$ cat src/rtl/irqtrk_pkg.sv
package irqtrk_pkg;
  localparam int N_TMR  = 3;
  localparam int N_DMA  = 2;
  localparam int N_EXT  = 2;
  localparam int N_SRC  = N_TMR + N_DMA + N_EXT;
  localparam int N_GRP  = 1 + N_DMA + N_EXT;
  localparam int SRC_W  = $clog2(N_SRC);
  localparam int EXT_LO = N_TMR + N_DMA;
  localparam int REG_AW = 2;

  typedef logic [N_SRC-1:0] src_vec_t;
  typedef logic [N_GRP-1:0] grp_vec_t;

  typedef enum logic [REG_AW-1:0] {
    REG_REQ = 2'd0,
    REG_ISR = 2'd1,
    REG_EOI = 2'd2,
    REG_SUM = 2'd3
  } reg_addr_e;

  // source index -> in-service group (all timers share group 0)
  function automatic int src_grp(input int s);
    return (s < N_TMR) ? 0 : s - N_TMR + 1;
  endfunction

  // group -> end-of-interrupt type code
  function automatic logic [7:0] grp_code(input int g);
    return (g == 0) ? 8'd8 : 8'(9 + g);
  endfunction

  // timer/DMA source -> bit in the request view (software visible layout)
  function automatic int req_bit(input int s);
    case (s)
      0:       return 0;
      1:       return 4;
      2:       return 5;
      3:       return 2;
      default: return 3;
    endcase
  endfunction

  // group -> bit in the in-service view
  function automatic int isr_bit(input int g);
    return (g == 0) ? 0 : g + 1;
  endfunction
endpackage

$ cat src/rtl/irqtrk_pending.sv
module irqtrk_pending
  import irqtrk_pkg::*;
(
  input  logic     clk,
  input  logic     rst_n,
  input  src_vec_t req,
  input  src_vec_t clr,
  output src_vec_t pend_q
);
  always_ff @(posedge clk) begin
    if (!rst_n) pend_q <= '0;
    else        pend_q <= (pend_q & ~clr) | req;
  end

  for (genvar i = 0; i < N_SRC; i++) begin : g_chk
    // a fresh pulse always lands, even against a clear
    p_req_lands_r9: assert property (@(posedge clk) disable iff (!rst_n)
      req[i] |=> pend_q[i]);
    // an acknowledged source leaves the pending set
    p_ack_clears_r3: assert property (@(posedge clk) disable iff (!rst_n)
      (clr[i] && !req[i]) |=> !pend_q[i]);
  end
endmodule

$ cat src/rtl/irqtrk_inservice.sv
module irqtrk_inservice
  import irqtrk_pkg::*;
#(
  parameter int DATA_W = 16
) (
  input  logic              clk,
  input  logic              rst_n,
  input  grp_vec_t          set,
  input  logic              eoi_valid,
  input  logic [DATA_W-1:0] eoi_data,
  output grp_vec_t          isr_q
);
  grp_vec_t hit;

  for (genvar g = 0; g < N_GRP; g++) begin : g_grp
    assign hit[g] = eoi_valid && (eoi_data == DATA_W'(grp_code(g)));

    always_ff @(posedge clk) begin
      if (!rst_n) isr_q[g] <= 1'b0;
      else        isr_q[g] <= set[g] | (isr_q[g] & ~hit[g]);
    end

    // matching end-of-interrupt releases the group
    p_eoi_release_r4: assert property (@(posedge clk) disable iff (!rst_n)
      (hit[g] && !set[g]) |=> !isr_q[g]);
    // acknowledge wins over a same-cycle release
    p_ack_wins_r10: assert property (@(posedge clk) disable iff (!rst_n)
      set[g] |=> isr_q[g]);
  end
endmodule

$ cat src/rtl/irqtrk_select.sv
module irqtrk_select
  import irqtrk_pkg::*;
(
  input  logic             clk,
  input  logic             rst_n,
  input  src_vec_t         pend,
  input  grp_vec_t         isr,
  input  logic             nest,
  output src_vec_t         grant,
  output logic [SRC_W-1:0] grant_idx,
  output logic             any
);
  src_vec_t blocked;
  src_vec_t elig;

  for (genvar s = 0; s < N_SRC; s++) begin : g_blk
    if (s >= EXT_LO) begin : g_ext
      assign blocked[s] = isr[src_grp(s)] && !nest;
    end else begin : g_int
      assign blocked[s] = isr[src_grp(s)];
    end
  end

  assign elig = pend & ~blocked;
  assign any  = |elig;

  always_comb begin
    grant     = '0;
    grant_idx = '0;
    for (int s = N_SRC - 1; s >= 0; s--) begin
      if (elig[s]) begin
        grant     = '0;
        grant[s]  = 1'b1;
        grant_idx = SRC_W'(s);
      end
    end
  end

  // at most one source granted
  p_grant_onehot_r7: assert property (@(posedge clk) disable iff (!rst_n)
    $onehot0(grant));
  // a grant always names a pending source
  p_grant_pending_r5: assert property (@(posedge clk) disable iff (!rst_n)
    (grant & ~pend) == '0);
endmodule

$ cat src/rtl/irq_pend_track.sv
module irq_pend_track
  import irqtrk_pkg::*;
#(
  parameter int DATA_W = 16
) (
  input  logic              clk,
  input  logic              rst_n,
  input  logic [N_TMR-1:0]  tmr_req_i,
  input  logic [N_DMA-1:0]  dma_req_i,
  input  logic [N_EXT-1:0]  ext_req_i,
  input  logic              nest_mode_i,
  output logic              irq_o,
  output logic [SRC_W-1:0]  irq_src_o,
  input  logic              ack_i,
  input  logic [REG_AW-1:0] reg_addr_i,
  input  logic              reg_wr_i,
  input  logic [DATA_W-1:0] reg_wdata_i,
  output logic [DATA_W-1:0] reg_rdata_o
);
  src_vec_t req_vec, clr_vec, pend_q, grant;
  grp_vec_t set_vec, isr_q;
  logic     ack_fire, eoi_valid;

  assign req_vec  = {ext_req_i, dma_req_i, tmr_req_i};
  assign ack_fire = ack_i && irq_o;
  assign clr_vec  = ack_fire ? grant : '0;
  assign eoi_valid = reg_wr_i && (reg_addr_i == REG_EOI);

  always_comb begin
    set_vec = '0;
    for (int s = 0; s < N_SRC; s++)
      if (clr_vec[s]) set_vec[src_grp(s)] = 1'b1;
  end

  irqtrk_pending u_pend (
    .clk(clk), .rst_n(rst_n), .req(req_vec), .clr(clr_vec), .pend_q(pend_q)
  );

  irqtrk_inservice #(.DATA_W(DATA_W)) u_isr (
    .clk(clk), .rst_n(rst_n), .set(set_vec), .eoi_valid(eoi_valid),
    .eoi_data(reg_wdata_i), .isr_q(isr_q)
  );

  irqtrk_select u_sel (
    .clk(clk), .rst_n(rst_n), .pend(pend_q), .isr(isr_q), .nest(nest_mode_i),
    .grant(grant), .grant_idx(irq_src_o), .any(irq_o)
  );

  always_comb begin
    reg_rdata_o = '0;
    case (reg_addr_i)
      REG_REQ: for (int s = 0; s < EXT_LO; s++) reg_rdata_o[req_bit(s)] = pend_q[s];
      REG_ISR: for (int g = 0; g < N_GRP; g++)  reg_rdata_o[isr_bit(g)] = isr_q[g];
      REG_SUM: reg_rdata_o[0] = |pend_q[N_TMR-1:0];
      default: reg_rdata_o = '0;
    endcase
  end

  // reserved request-view bits never read as one
  p_rsv_zero_r2: assert property (@(posedge clk) disable iff (!rst_n)
    (reg_addr_i == REG_REQ) |-> (reg_rdata_o[DATA_W-1:6] == '0 && !reg_rdata_o[1]));
  // an acknowledge with nothing presented leaves in-service state alone
  p_idle_ack_r12: assert property (@(posedge clk) disable iff (!rst_n)
    (ack_i && !irq_o && !eoi_valid) |=> $stable(isr_q));
endmodule

$ cat config.mk
export PLATFORM = sky130hd
export DESIGN_NAME = irq_pend_track
export DESIGN_NICKNAME = d
export VERILOG_FILES = /design/src/rtl/irqtrk_pkg.sv /design/src/rtl/irqtrk_pending.sv /design/src/rtl/irqtrk_inservice.sv /design/src/rtl/irqtrk_select.sv /design/src/rtl/irq_pend_track.sv
export SDC_FILE = /design/constraint.sdc
export NUM_CORES = 1
export LEC_CHECK = 0
export BUFFER_PORTS_ARGS = -buffer_cell sky130_fd_sc_hd__buf_4
export CAP_MARGIN = 0
export CORE_MARGIN = 2
export CORE_UTILIZATION = 30
export DETAILED_ROUTE_END_ITERATION = 12
export PLACE_DENSITY = 0.71
export SLEW_MARGIN = 20
export SYNTH_ARGS = -nofsm -noshare
export SYNTH_HDL_FRONTEND = slang
export SYNTH_SLANG_ARGS = --single-unit
$ cat constraint.sdc
create_clock -name clk -period 1.8 [get_ports clk]
set_input_delay 0.18 -clock clk [delete_from_list [all_inputs] [get_ports clk]]
set_output_delay 0.18 -clock clk [all_outputs]
set_load 0.05 [all_outputs]
==> results of run 1 <==
-- metrics by stage --
stage	power (uW)	setup slack [ps]	hold slack [ps]	cells	area, sq um
2_1_floorplan	553	13.8	304	115	867
3_3_place_gp	656	93.6	389	176	1140
3_5_place_dp	662	76.6	404	176	1140
4_1_cts	872	9.64	112	180	1170
5_1_grt	910	4.69	121	180	1180
6_report	866	55.8	118	180	1180
-- synth_stat cells --
library cell	number
a21oi_1	7
or4_4	1
a211o_1	1
nor2b_1	4
nor2_1	8
nor3_1	3
nand4_1	1
mux2i_1	5
a2bb2oi_1	1
conb_1	1
nand3_1	2
o21ai_0	7
a41oi_1	1
a31oi_1	1
nand2b_1	3
a22o_1	1
inv_1	4
dfxtp_1	12
buf_4	11
o21a_1	1
o31a_2	1
a221oi_1	1
clkbuf_1	2
o41ai_1	2
or3b_1	1
nand2_1	5
o211ai_1	1
or3_1	3
nor4_1	3
a21boi_0	1
a21boi_1	3
nor4bb_1	1
nor4b_1	2
and2_1	2
o22ai_1	2
-- where the power goes --
group	internal [uW]	total, uW	switching, uW	leakage (uW)
Clock	123	207	83.9	0.0000210
Combinational	136	355	220	0.000418
Sequential	286	304	18.1	0.0000999
-- metal layers --
layer  share of wire, %  GRT usage (%)  vias up
met2                 52           25.1       25
met3                3.2           1.84        2
met1                 44           17.0      421
met4               0.74           4.42        0
li1                   -              -      456
met5                  0              0        -
-- path summary, 6_finish.rpt --
kind / startpoint / to / slack, ps
setup / recovery: u_isr.isr_q[3] / irq_src_o[1] / 60
hold / removal: ext_req_i[0] / u_pend.pend_q[5] / 120
setup reg to reg: u_pend.pend_q[2] / u_pend.pend_q[6] / 70
hold reg to reg: u_isr.isr_q[3] / u_isr.isr_q[3] / 480
-- cell type report --
type	instances	area share (%)
repair buffers	43	27.6
flip-flops and latches	12	20.4
multi-input cells	86	44.3
clock buffers	4	3.07
well taps	31	3.28
inverters	4	1.27
-- flip-flops by register name (all words and copies together) (netlist names) --
| name | flops |
|---|---|
| u_isr.isr_q | 5 |
| u_pend.pend_q | 7 |
-- worst max-delay path: cells and delay by family (launching register included) --
kind,cells,cell delay (ps)
AND/OR/NAND/NOR,3,630
buffers and inverters,1,170
AO/OA/AOI/OAI,1,160
flip-flops,1,340
-- kinds of logic (layout without fill, tap and decap cells) --
| family | after synthesis | in the layout | share of synthesized area (%) |
|---|---|---|---|
| mux | 5 | 5 | 6.06 |
| simple gates | 39 | 39 | 26.8 |
| buf+inv | 17 | 51 | 12.7 |
| flops | 12 | 12 | 29.1 |
| compound gates | 31 | 31 | 24.9 |
| other cells | 1 | 11 | 0.454 |
==> results.json, run 1 <==
{
  "status": "completed",
  "die_y_um": 56.5,
  "antennaDiodeCount": 0,
  "maxCapViolCount": 0,
  "antenna_left": 0,
  "cts_resized": 0,
  "hp-class": "in2reg",
  "num_rows": 19,
  "slowest_delay_ps": 340,
  "drtIter0Drc": 11,
  "die_width_um": 56.5,
  "drive_above_1_share_pct": 34.9,
  "drc_errors": 0,
  "die-area_sq_um": 3190,
  "syn_avg_cell_area_sq_um": 7.86,
  "skew_ps": 6.48,
  "start_util_pct": 30.7,
  "vias_per_cell": 5.02,
  "ir_worst_vdd_uv": 460,
  "vias": 904,
  "ff_latch_area_sq_um": 241,
  "cts-buffers-inserted": 3,
  "grt_usage_pct": 14.0,
  "mostFrequentLayoutCells": "42 x buf_4, 11 x conb_1, 11 x dfxtp_1, 8 x nor2_1, 7 x o21ai_0",
  "clock_sinks": 12,
  "crit_slowest_cell": "dfxtp_2",
  "fmax_mhz": 573,
  "clkLatencyLatePin_ps": 270,
  "netlist_area_sq_um": 826,
  "clk_pin_slew_worst_paths_ps": 70,
  "multi_input_area_sq_um": 524,
  "io_buffers": 38,
  "whs_path_depth": 2,
  "ys_warn_count": 0,
  "htreeDepth": 1,
  "fill_cells": 271,
  "ys_ff_latch": 12,
  "rr_worst_depth": 4,
  "yosys.area.top_type": "dfxtp_1",
  "syn2layout_area_growth_pct": 43.2,
  "layout_min_cycle_time_ps": 1740,
  "critPathKind": "reg2out",
  "wl_per_cell_um": 12.0,
  "rsz0062_at_grt": "no",
  "final_common_cell": "buf_4",
  "overflow": 0,
  "setup_viol": 0,
  "pwr_density_cell_nw_per_um2": 733,
  "setup.worst_path.end_class": "output pin",
  "finalHoldViolCount": 0,
  "hpwl_um": 1800,
  "cp_data_required_time_ps": 1620,
  "num-nets-final": 180,
  "antenna_found_initial": 0,
  "post_cts_buffers": 0,
  "yosysSeqAreaShare_pct": 29.1,
  "cp_cell_sequence": "nand2b_1, and2_1, or3_1, a21oi_2, buf_6",
  "drv_slew": 0,
  "synth_top_area_share_pct": 29.1,
  "grt_pass1_wl_um": 3620,
  "syn-instance-count": 105,
  "final.period_utilization_pct": 96.9,
  "synth_cell_type_count": 35,
  "crit_fanout": 4,
  "final_core_util_pct": 44.0,
  "grt_max_degree": 14,
  "dr.pass1.iters": 4,
  "grt_pass1_vias": 865,
  "clock_path_buffers": 2,
  "cts_root_buf": "clkbuf_4",
  "cts_tree": "built",
  "ioPinCount": 50,
  "cp_data_arrival_time_ps": 1560,
  "tns_ps": 0,
  "hold_buffers": 0,
  "synth_area_leaders": "dfxtp_1 29%, buf_4 10%, mux2i_1 6.1%",
  "core_area_sq_um": 2690,
  "finalWeightedCongestion": 0.857,
  "leakagePower_uw": 0.000539,
  "wirelength_um": 2160,
  "startpoint_type": "flip-flop"
}
(Power assumes the default switching activity.)
==> run 2, diff against run 1 <==
--- a/config.mk
+++ b/config.mk
@@ -5,12 +5,12 @@
 export SDC_FILE = /design/constraint.sdc
 export NUM_CORES = 1
 export LEC_CHECK = 0
-export BUFFER_PORTS_ARGS = -buffer_cell sky130_fd_sc_hd__buf_4
 export CAP_MARGIN = 0
 export CORE_MARGIN = 2
 export CORE_UTILIZATION = 30
 export DETAILED_ROUTE_END_ITERATION = 12
-export PLACE_DENSITY = 0.71
+export DONT_BUFFER_PORTS = 1
+export PLACE_DENSITY = 0.55
 export SLEW_MARGIN = 20
 export SYNTH_ARGS = -nofsm -noshare
 export SYNTH_HDL_FRONTEND = slang
==> run 2 against run 1 <==
Net effect: first-iteration DRC count rose by 82%; critical path depth down 1; utilization down 7.7 points; critical path type is now reg2reg; clock skew down 6.1 ps; wire length fell by 1.3%; flip-flop and latch count stayed put; via count is 13% lower; maximum frequency increased by 0.65%; non-clock buffer count decreased by 29.
==> results.json, run 2 (synthesis gave the netlist of run 1 again) <==
{
  "hp-class": "in2reg",
  "num-nets-final": 151,
  "die_y_um": 56.5,
  "crit_path_end": "u_pend.pend_q[6]",
  "cts-buffers-inserted": 3,
  "skew_ps": 0.394,
  "reg_top3": "u_pend.pend_q: 7 flops, u_isr.isr_q: 5 flops",
  "syn2layout_area_growth_pct": 18.2,
  "drive_above_1_share_pct": 21.8,
  "cts_tree": "built",
  "overflow": 0,
  "rsz0062_at_grt": "no",
  "final_common_cell": "buf_4",
  "finalHoldViolCount": 0,
  "die-area_sq_um": 3190,
  "cts_root_buf": "clkbuf_4",
  "layout_min_cycle_time_ps": 1730,
  "dr.pass1.iters": 3,
  "final.period_utilization_pct": 96.3,
  "rrSetupSlack_ps": 70,
  "regMostFlops": "u_pend.pend_q",
  "drc_errors": 0,
  "grt_pass1_vias": 765,
  "leakagePower_uw": 0.000401,
  "fill_cells": 290,
  "clk_pin_slew_worst_paths_ps": 70,
  "mostFrequentLayoutCells": "12 x buf_4, 11 x conb_1, 11 x dfxtp_1, 8 x nor2_1, 7 x o21ai_0",
  "wirelength_um": 2130,
  "antennaDiodeCount": 0,
  "vias": 790,
  "antenna_left": 0,
  "largest_register_ffs": 7,
  "cp_data_arrival_time_ps": 1900,
  "io_buffers": 0,
  "finalWeightedCongestion": 0.818,
  "num_rows": 19,
  "rr_worst_depth": 4,
  "tns_ps": 0,
  "antenna_found_initial": 0,
  "die_width_um": 56.5,
  "hpwl_um": 1670,
  "start_util_pct": 30.7,
  "r2r-start": "u_pend.pend_q[2]",
  "cp_data_required_time_ps": 1970,
  "vias_per_cell": 5.27,
  "whs_ps": 21.0,
  "setup.worst_path.end_class": "flip-flop",
  "wl_per_cell_um": 14.2,
  "maxCapViolCount": 0,
  "drv_slew": 0,
  "ff_latch_area_sq_um": 241,
  "dp_slack_ps": 59.1,
  "startpoint_type": "flip-flop",
  "clock_sinks": 12,
  "post_cts_buffers": 0,
  "core_area_sq_um": 2690,
  "final_core_util_pct": 36.3,
  "r2r_end": "u_pend.pend_q[6]",
  "setup_viol": 0,
  "pwr_density_cell_nw_per_um2": 792,
  "drtIter0Drc": 20,
  "cts_resized": 0,
  "fmax_mhz": 577,
  "multi_input_area_sq_um": 546,
  "clock_path_buffers": 2,
  "hold_buffers": 0,
  "ioPinCount": 50,
  "grt_max_degree": 14,
  "critPathKind": "reg2reg",
  "htreeDepth": 1,
  "fin_ws_ps": 67.0,
  "grt_usage_pct": 13.3,
  "cp-startpoint": "u_pend.pend_q[2]",
  "clkLatencyLatePin_ps": 270,
  "status": "completed",
  "crit_fanout": 2,
  "ir_worst_vdd_uv": 392,
  "grt_pass1_wl_um": 3320
}
-- run 2: how the worst min path moves through the flow --
stage,start,endpoint,slack (ps),cells past startpoint
2_1_floorplan,ext_req_i[0],u_pend.pend_q[5],300,1
6_report,rst_n,u_isr.isr_q[0],20,2
3_5_place_dp,rst_n,u_pend.pend_q[5],300,1
3_3_place_gp,rst_n,u_pend.pend_q[5],300,1
4_1_cts,rst_n,u_isr.isr_q[0],10,2
5_1_grt,rst_n,u_isr.isr_q[0],10,2
-- run 2: power breakdown --
group / switching (uW) / internal [uW]
Sequential: 19.2 / 286
Combinational: 199 / 104
Clock: 87.4 / 77.5
Total: 306 / 467
-- run 2: critical path: stages (launching register included) --
cell	delay (ps)
dfxtp_1	320
or3_1	400
a211o_1	300
or4_4	430
a22o_1	190
-- run 2: cell type report --
class / instances / area share (%)
tap: 31 / 3.97
clock buffer: 3 / 2.31
sequential: 12 / 24.7
multi-input combinational: 86 / 55.9
inverter: 4 / 1.54
timing repair buffer: 14 / 11.5
-- run 2: per-stage QoR --
step / cells / area, sq um / total power, uW
6_report: 150 / 976 / 773
4_1_cts: 150 / 943 / 766
2_1_floorplan: 115 / 867 / 553
3_5_place_dp: 147 / 921 / 600
5_1_grt: 150 / 976 / 815
3_3_place_gp: 147 / 921 / 597
-- run 2: routing by layer --
| layer | track usage (%) | up-vias | wire length [um] |
|---|---|---|---|
| met1 | 14.0 | 376 | 841 |
| met4 | 4.42 | 0 | 12 |
| met3 | 5.76 | 2 | 118 |
| li1 | - | 394 | - |
| met5 | 0 | - | 0 |
| met2 | 23.6 | 18 | 1160 |
